--- src/rtl/tmr_pkg.sv ---
package tmr_pkg;
  typedef enum logic [1:0] {
    MD_PRE13   = 2'd0,
    MD_FULL16  = 2'd1,
    MD_RELOAD8 = 2'd2,
    MD_SPLIT   = 2'd3
  } tmr_mode_e;

  localparam logic [2:0] ADR_MODE = 3'd4;
  localparam logic [2:0] ADR_CTRL = 3'd5;
  localparam int UNITS = 2;
endpackage

--- src/rtl/tmr_pin_sync.sv ---
module tmr_pin_sync #(
  parameter int STAGES = 2
) (
  input  logic clk,
  input  logic rst_n,
  input  logic pin,
  output logic lvl,
  output logic fall
);
  logic [STAGES-1:0] sh;
  logic              prev;

  always_ff @(posedge clk or negedge rst_n) begin
    if (!rst_n) begin
      sh   <= '0;
      prev <= 1'b0;
    end else begin
      sh   <= {sh[STAGES-2:0], pin};
      prev <= sh[STAGES-1];
    end
  end

  assign lvl  = sh[STAGES-1];
  assign fall = prev & ~sh[STAGES-1];
endmodule

--- src/rtl/tmr_step.sv ---
module tmr_step import tmr_pkg::*; #(
  parameter int W   = 8,
  parameter int PRE = 5
) (
  input  tmr_mode_e      mode,
  input  logic           inc,
  input  logic [W-1:0]   lo,
  input  logic [W-1:0]   hi,
  output logic [W-1:0]   lo_n,
  output logic [W-1:0]   hi_n,
  output logic           wrap
);
  localparam int PW = W + PRE;
  localparam int FW = 2 * W;
  localparam logic [PW-1:0] ONE_P = PW'(1);
  localparam logic [FW-1:0] ONE_F = FW'(1);
  localparam logic [W-1:0]  ONE_B = W'(1);

  logic [PW-1:0] p_sum;
  logic [FW-1:0] f_sum;
  logic [W-1:0]  b_sum;

  assign p_sum = {hi, lo[PRE-1:0]} + ONE_P;
  assign f_sum = {hi, lo} + ONE_F;
  assign b_sum = lo + ONE_B;

  always_comb begin
    lo_n = lo;
    hi_n = hi;
    wrap = 1'b0;
    if (inc) begin
      unique case (mode)
        MD_PRE13: begin
          hi_n          = p_sum[PW-1:PRE];
          lo_n[PRE-1:0] = p_sum[PRE-1:0];
          wrap          = &{hi, lo[PRE-1:0]};
        end
        MD_FULL16: begin
          {hi_n, lo_n} = f_sum;
          wrap         = &{hi, lo};
        end
        MD_RELOAD8: begin
          wrap = &lo;
          lo_n = (&lo) ? hi : b_sum;
        end
        default: begin
          lo_n = b_sum;
          wrap = &lo;
        end
      endcase
    end
  end
endmodule

--- src/rtl/tmr_pair.sv ---
module tmr_pair import tmr_pkg::*; #(
  parameter int W    = 8,
  parameter int PRE  = 5,
  parameter int SYNC = 2
) (
  input  logic         clk,
  input  logic         rst_n,
  input  logic         tick,
  input  logic [1:0]   cnt_pin,
  input  logic [1:0]   gate_pin,
  input  logic         wr_en,
  input  logic [2:0]   addr,
  input  logic [W-1:0] wr_data,
  output logic [W-1:0] rd_data,
  input  logic [1:0]   irq_ack,
  output logic [1:0]   ovf
);
  localparam logic [W-1:0] ONE_B = W'(1);

  logic [UNITS-1:0][W-1:0] lo_q, hi_q, lo_nx, hi_nx;
  logic [7:0]              mode_q;
  logic [UNITS-1:0]        run_q, ovf_q, ovf_set;
  logic [UNITS-1:0]        gate_lvl, cnt_fall, en, step_inc, wrap;
  tmr_mode_e               md [UNITS];
  logic                    split, hs_inc, hs_wrap, ctrl_wr;
  logic [W-1:0]            hi0_next;

  for (genvar u = 0; u < UNITS; u++) begin : g_unit
    logic cnt_lvl_unused;
    logic gate_fall_unused;

    assign md[u] = tmr_mode_e'(mode_q[4*u+1 -: 2]);

    tmr_pin_sync #(.STAGES(SYNC)) u_cnt (
      .clk(clk), .rst_n(rst_n), .pin(cnt_pin[u]),
      .lvl(cnt_lvl_unused), .fall(cnt_fall[u])
    );
    tmr_pin_sync #(.STAGES(SYNC)) u_gate (
      .clk(clk), .rst_n(rst_n), .pin(gate_pin[u]),
      .lvl(gate_lvl[u]), .fall(gate_fall_unused)
    );

    assign en[u] = run_q[u] & (~mode_q[4*u+3] | gate_lvl[u])
                 & (mode_q[4*u+2] ? cnt_fall[u] : tick);

    tmr_step #(.W(W), .PRE(PRE)) u_step (
      .mode(md[u]), .inc(step_inc[u]), .lo(lo_q[u]), .hi(hi_q[u]),
      .lo_n(lo_nx[u]), .hi_n(hi_nx[u]), .wrap(wrap[u])
    );
  end

  // unit 1 in mode 3 is frozen; unit 0 in mode 3 lends its high byte to run1
  assign step_inc[0] = en[0];
  assign step_inc[1] = en[1] & (md[1] != MD_SPLIT);
  assign split       = (md[0] == MD_SPLIT);
  assign hs_inc      = split & run_q[1] & tick;
  assign hs_wrap     = hs_inc & (&hi_q[0]);
  assign hi0_next    = split ? (hs_inc ? hi_q[0] + ONE_B : hi_q[0]) : hi_nx[0];
  assign ovf_set[0]  = wrap[0];
  assign ovf_set[1]  = split ? hs_wrap : wrap[1];
  assign ctrl_wr     = wr_en & (addr == ADR_CTRL);

  always_ff @(posedge clk or negedge rst_n) begin
    if (!rst_n) begin
      lo_q   <= '0;
      hi_q   <= '0;
      mode_q <= '0;
      run_q  <= '0;
      ovf_q  <= '0;
    end else begin
      for (int u = 0; u < UNITS; u++) begin
        if (wr_en && addr == 3'(2*u))
          lo_q[u] <= wr_data;
        else
          lo_q[u] <= lo_nx[u];
        if (wr_en && addr == 3'(2*u+1))
          hi_q[u] <= wr_data;
        else
          hi_q[u] <= (u == 0) ? hi0_next : hi_nx[u];
        ovf_q[u] <= ovf_set[u] | ((ctrl_wr ? wr_data[2+u] : ovf_q[u]) & ~irq_ack[u]);
      end
      if (wr_en && addr == ADR_MODE) mode_q <= wr_data[7:0];
      if (ctrl_wr)                   run_q  <= wr_data[1:0];
    end
  end

  always_comb begin
    rd_data = '0;
    unique case (addr)
      3'd0:     rd_data = lo_q[0];
      3'd1:     rd_data = hi_q[0];
      3'd2:     rd_data = lo_q[1];
      3'd3:     rd_data = hi_q[1];
      ADR_MODE: rd_data[7:0] = mode_q;
      ADR_CTRL: rd_data[3:0] = {ovf_q, run_q};
      default:  rd_data = '0;
    endcase
  end

  assign ovf = ovf_q;
endmodule

--- config.mk ---
export PLATFORM = sky130hd
export DESIGN_NAME = tmr_pair
export DESIGN_NICKNAME = d
export VERILOG_FILES = /design/src/rtl/tmr_pkg.sv /design/src/rtl/tmr_pin_sync.sv /design/src/rtl/tmr_step.sv /design/src/rtl/tmr_pair.sv
export SDC_FILE = /design/constraint.sdc
export NUM_CORES = 1
export LEC_CHECK = 0
export BUFFER_PORTS_ARGS = -buffer_cell sky130_fd_sc_hd__buf_2
export CELL_PAD_IN_SITES_DETAIL_PLACEMENT = 0
export CELL_PAD_IN_SITES_GLOBAL_PLACEMENT = 1
export CORE_ASPECT_RATIO = 0.75
export CORE_MARGIN = 8
export CORE_UTILIZATION = 44
export CTS_CLUSTER_SIZE = 40
export DETAILED_ROUTE_END_ITERATION = 7
export PLACE_DENSITY_LB_ADDON = 0.1
export SYNTH_ARGS = -nofsm -noshare
export SYNTH_HDL_FRONTEND = slang
export SYNTH_SLANG_ARGS = --single-unit
--- constraint.sdc ---
create_clock -name clk -period 3.7 [get_ports clk]
set_input_delay 1.11 -clock clk [delete_from_list [all_inputs] [get_ports clk]]
set_output_delay 1.11 -clock clk [all_outputs]
set_load 0.05 [all_outputs]
==> flow_metrics.tcl <==
set metrics [dict create \
    clk_root_buffer_cell "clkbuf_8" \
    design.portCount 31 \
    ff2ff_setup_slack_ns 1.23 \
    cellLeakagePower_nw 1.65 \
    detail-route-antenna-nets 0 \
    drive_gt1_share_pct 15.9 \
    finalHoldViolations 0 \
    synthesis.area_um2 3650 \
    synth-edff-count 0 \
    timing.final.crit_share_pct 93.5 \
    tritoncts "done" \
    postSynthAreaPerCell_um2 8.51 \
    cts_setup_buffers 0 \
    status "finished, final reports clean" \
    die_span_y_um 94.9 \
    detail_route.vias_per_cell 6.07 \
    power_w 0.00240 \
    number_of_fill_cells_in_the_layout 789 \
    detailroute.via_count 3424 \
    timing.critical_path.fanout_max 13 \
    power_per_cell_area_nw_per_um2 588 \
    total_congestion_overflow 0 \
    share_clk_of_total_power_pct 17.7 \
    fin_nets 491 \
    rows 28 \
    port_buffers 30 \
    postSynth.asyncResetShare_pct 100 \
    dp_slack_ns 0.258 \
    worstPathCellList "buf_2, buf_4, nor2b_1, a32oi_1, o21ai_1, buf_2" \
    clock_latency_ns 0.32 \
    worst_ep_arrival_time_ns 2.35 \
    syn_nets 462 \
    worst_ir_drop_vdd_mv 0.300 \
    cpMaxStageDelayCell "buf_2" \
    synth_ff_type "dfrtp_1" \
    end_kind "output port" \
    worstReg2RegStart "lo_q[0]" \
    setup_slack_ns 0.240 \
    cp_data_required_time_ns 2.59 \
    reg2reg_to "hi_q[6]" \
    synth-seq-cells 54 \
    floorplan.core_area_um2 7990 \
    cpPeakStageDelay_ns 0.29 \
    cts_made_buffers 5 \
    wire_length_per_cell_um 20.4 \
    sequentialPowerShare_pct 44.3 \
    hold_slack_ns 0.361 \
    cts_resized 0 \
    flow.area_growth_from_synthesis_pct 11.6 \
    finalCriticalPeriod_ns 3.46 \
    firstDrtPassIters 5 \
    ys.warnings.count 0 \
    finalWirelength_mm 11.5 \
    routabilityCongestion 0.943 \
    critical_path.startpoint "addr[0]" \
    synth-seq-area-share_pct 37.0 \
    clock_sinks 54 \
    worst_path_most_repeated_cell "buf_2" \
    crit_path_end "rd_data[2]" \
    setup-tns-final_ns 0 \
    worst_clock_skew_ns 0.00736 \
    initial_utilization_pct 45.7 \
    path_class "in2out" \
    slew_headroom_pct 46.7 \
    dp_hpwl_mm 8.96 \
    initial_antenna_violation_count 0 \
    fp.dieArea_um2 11500 \
    clock_tree.htree_level_count 2 \
    clk_path_buf_depth 2 \
    syn_inst 429 \
    rsz0062_at_grt "no" \
    grt_pass1_vias 3197 \
    min_path_type "reg2reg" \
    worst-r2r-cell-count 7 \
    netSwitchingPower_w 0.00107 \
    remaining_drc_errors 0 \
    critical_path.startpoint_type "input pin" \
    worst_pin_slew_ns 0.792 \
    setup_viol 0 \
    antenna_cells 0 \
    pin_count_of_the_biggest_net_entering_global_routing 27 \
    mostFrequentLayoutCell "dfrtp_1" \
    holdBufCountCts 0 \
    highest_count_cells_in_the_layout_ignoring_fill_and_taps "54 x dfrtp_1, 40 x nor2_1, 39 x nand2_1, 32 x o21ai_0, 31 x a21oi_1" \
    pwr-share-comb_pct 38.0 \
    max_clock_freq_ghz 0.289 \
    post_synth_num_cell_types 56 \
    drt-initial-drc-count 296 \
    clk_pin_slew_worst_paths_ns 0.10 \
    global_route.usage.total_pct 20.8 \
    global_route_wire_length_before_repair_mm 18.5 \
    slew_violations 0 \
    die_w_um 121 \
    maxCapViolCount 0 \
    intPower_w 0.00133 \
    switching_share_pct 44.5 \
]
==> sequential cells by signal (all words and copies together), names as in the netlist <==
register / count
ovf: 2
mode_q: 8
run_q: 2
g_unit.u_cnt.prev: 2
hi_q: 16
lo_q: 16
g_unit.u_cnt.sh: 4
g_unit.u_gate.sh: 4
==> stage by stage <==
step / utilization (%) / std cells / area [um2]
after floorplan: - / 429 / 3670
after CTS: 51.0 / 564 / 4070
after detailed placement: 49.5 / 556 / 3960
after global placement: 49.5 / 556 / 3960
after global routing: 51.0 / 564 / 4070
final: 51.0 / 564 / 4070
==> layer usage <==
metal	track usage (%)	routed length, um	share of wire (%)
met1	32.3	5950	52
met2	28.2	4560	40
met3	4.65	906	7.9
met4	4.40	100	0.87
met5	0	0	0
==> area by class of cell <==
class	instances	area (um2)	area share [%]
Multi-Input combinational cell	344	2190	53.9
Sequential cell	54	1350	33.2
Timing Repair Buffer	41	233	5.72
Tap cell	105	131	3.23
Clock buffer	5	68.8	1.69
Clock inverter	3	47.5	1.17
Inverter	12	45.0	1.11
==> kinds of logic (layout without fill, tap and decap cells) <==
group,after synthesis,count (layout),synth area share (%)
multiplexers,17,17,5.07
XOR/XNOR,20,20,4.80
flip-flops,54,54,37.0
buffers and inverters,31,61,3.53
adder cells (fa/ha/maj),12,12,4.11
AND/OR/NAND/NOR,171,171,24.1
AO/OA/AOI/OAI,124,124,21.3
==> critical path: cells and delay by family <==
kind / cells / cell delay (ns)
AOI/OAI and AO/OA: 2 / 0.26
buffers and inverters: 3 / 0.76
and+or+nand+nor: 1 / 0.21
==> worst min-delay path by stage <==
stage                            endpoint  depth (start not counted)             startpoint
floorplan           g_unit[0].u_cnt.sh[1]                          0  g_unit[0].u_cnt.sh[0]
global placement    g_unit[1].u_cnt.sh[1]                          0  g_unit[1].u_cnt.sh[0]
detailed placement  g_unit[0].u_cnt.sh[1]                          0  g_unit[0].u_cnt.sh[0]
CTS                 g_unit[0].u_cnt.sh[1]                          0  g_unit[0].u_cnt.sh[0]
global route        g_unit[0].u_cnt.sh[1]                          0  g_unit[0].u_cnt.sh[0]
finish              g_unit[0].u_cnt.sh[1]                          0  g_unit[0].u_cnt.sh[0]
==> power by group through the flow <==
stage                     Combinational (W)  Sequential (W)  Clock (W)
after floorplan                    0.000761        0.000905          0
after global placement             0.000892         0.00106          0
after detailed placement           0.000899         0.00106          0
after CTS                          0.000904         0.00105   0.000436
after global routing                0.00101         0.00108   0.000459
final                              0.000911         0.00106   0.000425
==> cell usage after synthesis, drive strengths merged, types with 4 or more instances <==
library cell	n	area [um2]
and3	10	62.6
o22ai	8	50.1
clkbuf	12	46.3
inv	12	45.0
ha	12	150
a211oi	5	37.5
a221oi	4	41.3
nand4	11	75.1
mux2i	5	50.1
a31oi	4	25.0
a21oi	31	155
o211ai	4	30.0
nand2	39	146
a22oi	12	90.1
buf	7	37.5
dfrtp	54	1350
nor3	16	85.1
mux2	12	135
o21ai	37	185
nand2b	5	31.3
and4	4	35.0
nand3	15	75.1
nor2	41	161
nor4	4	25.0
xnor2	11	96.3
xor2	9	78.8
nor2b	8	50.1
Power figures use the tool's default switching activity.
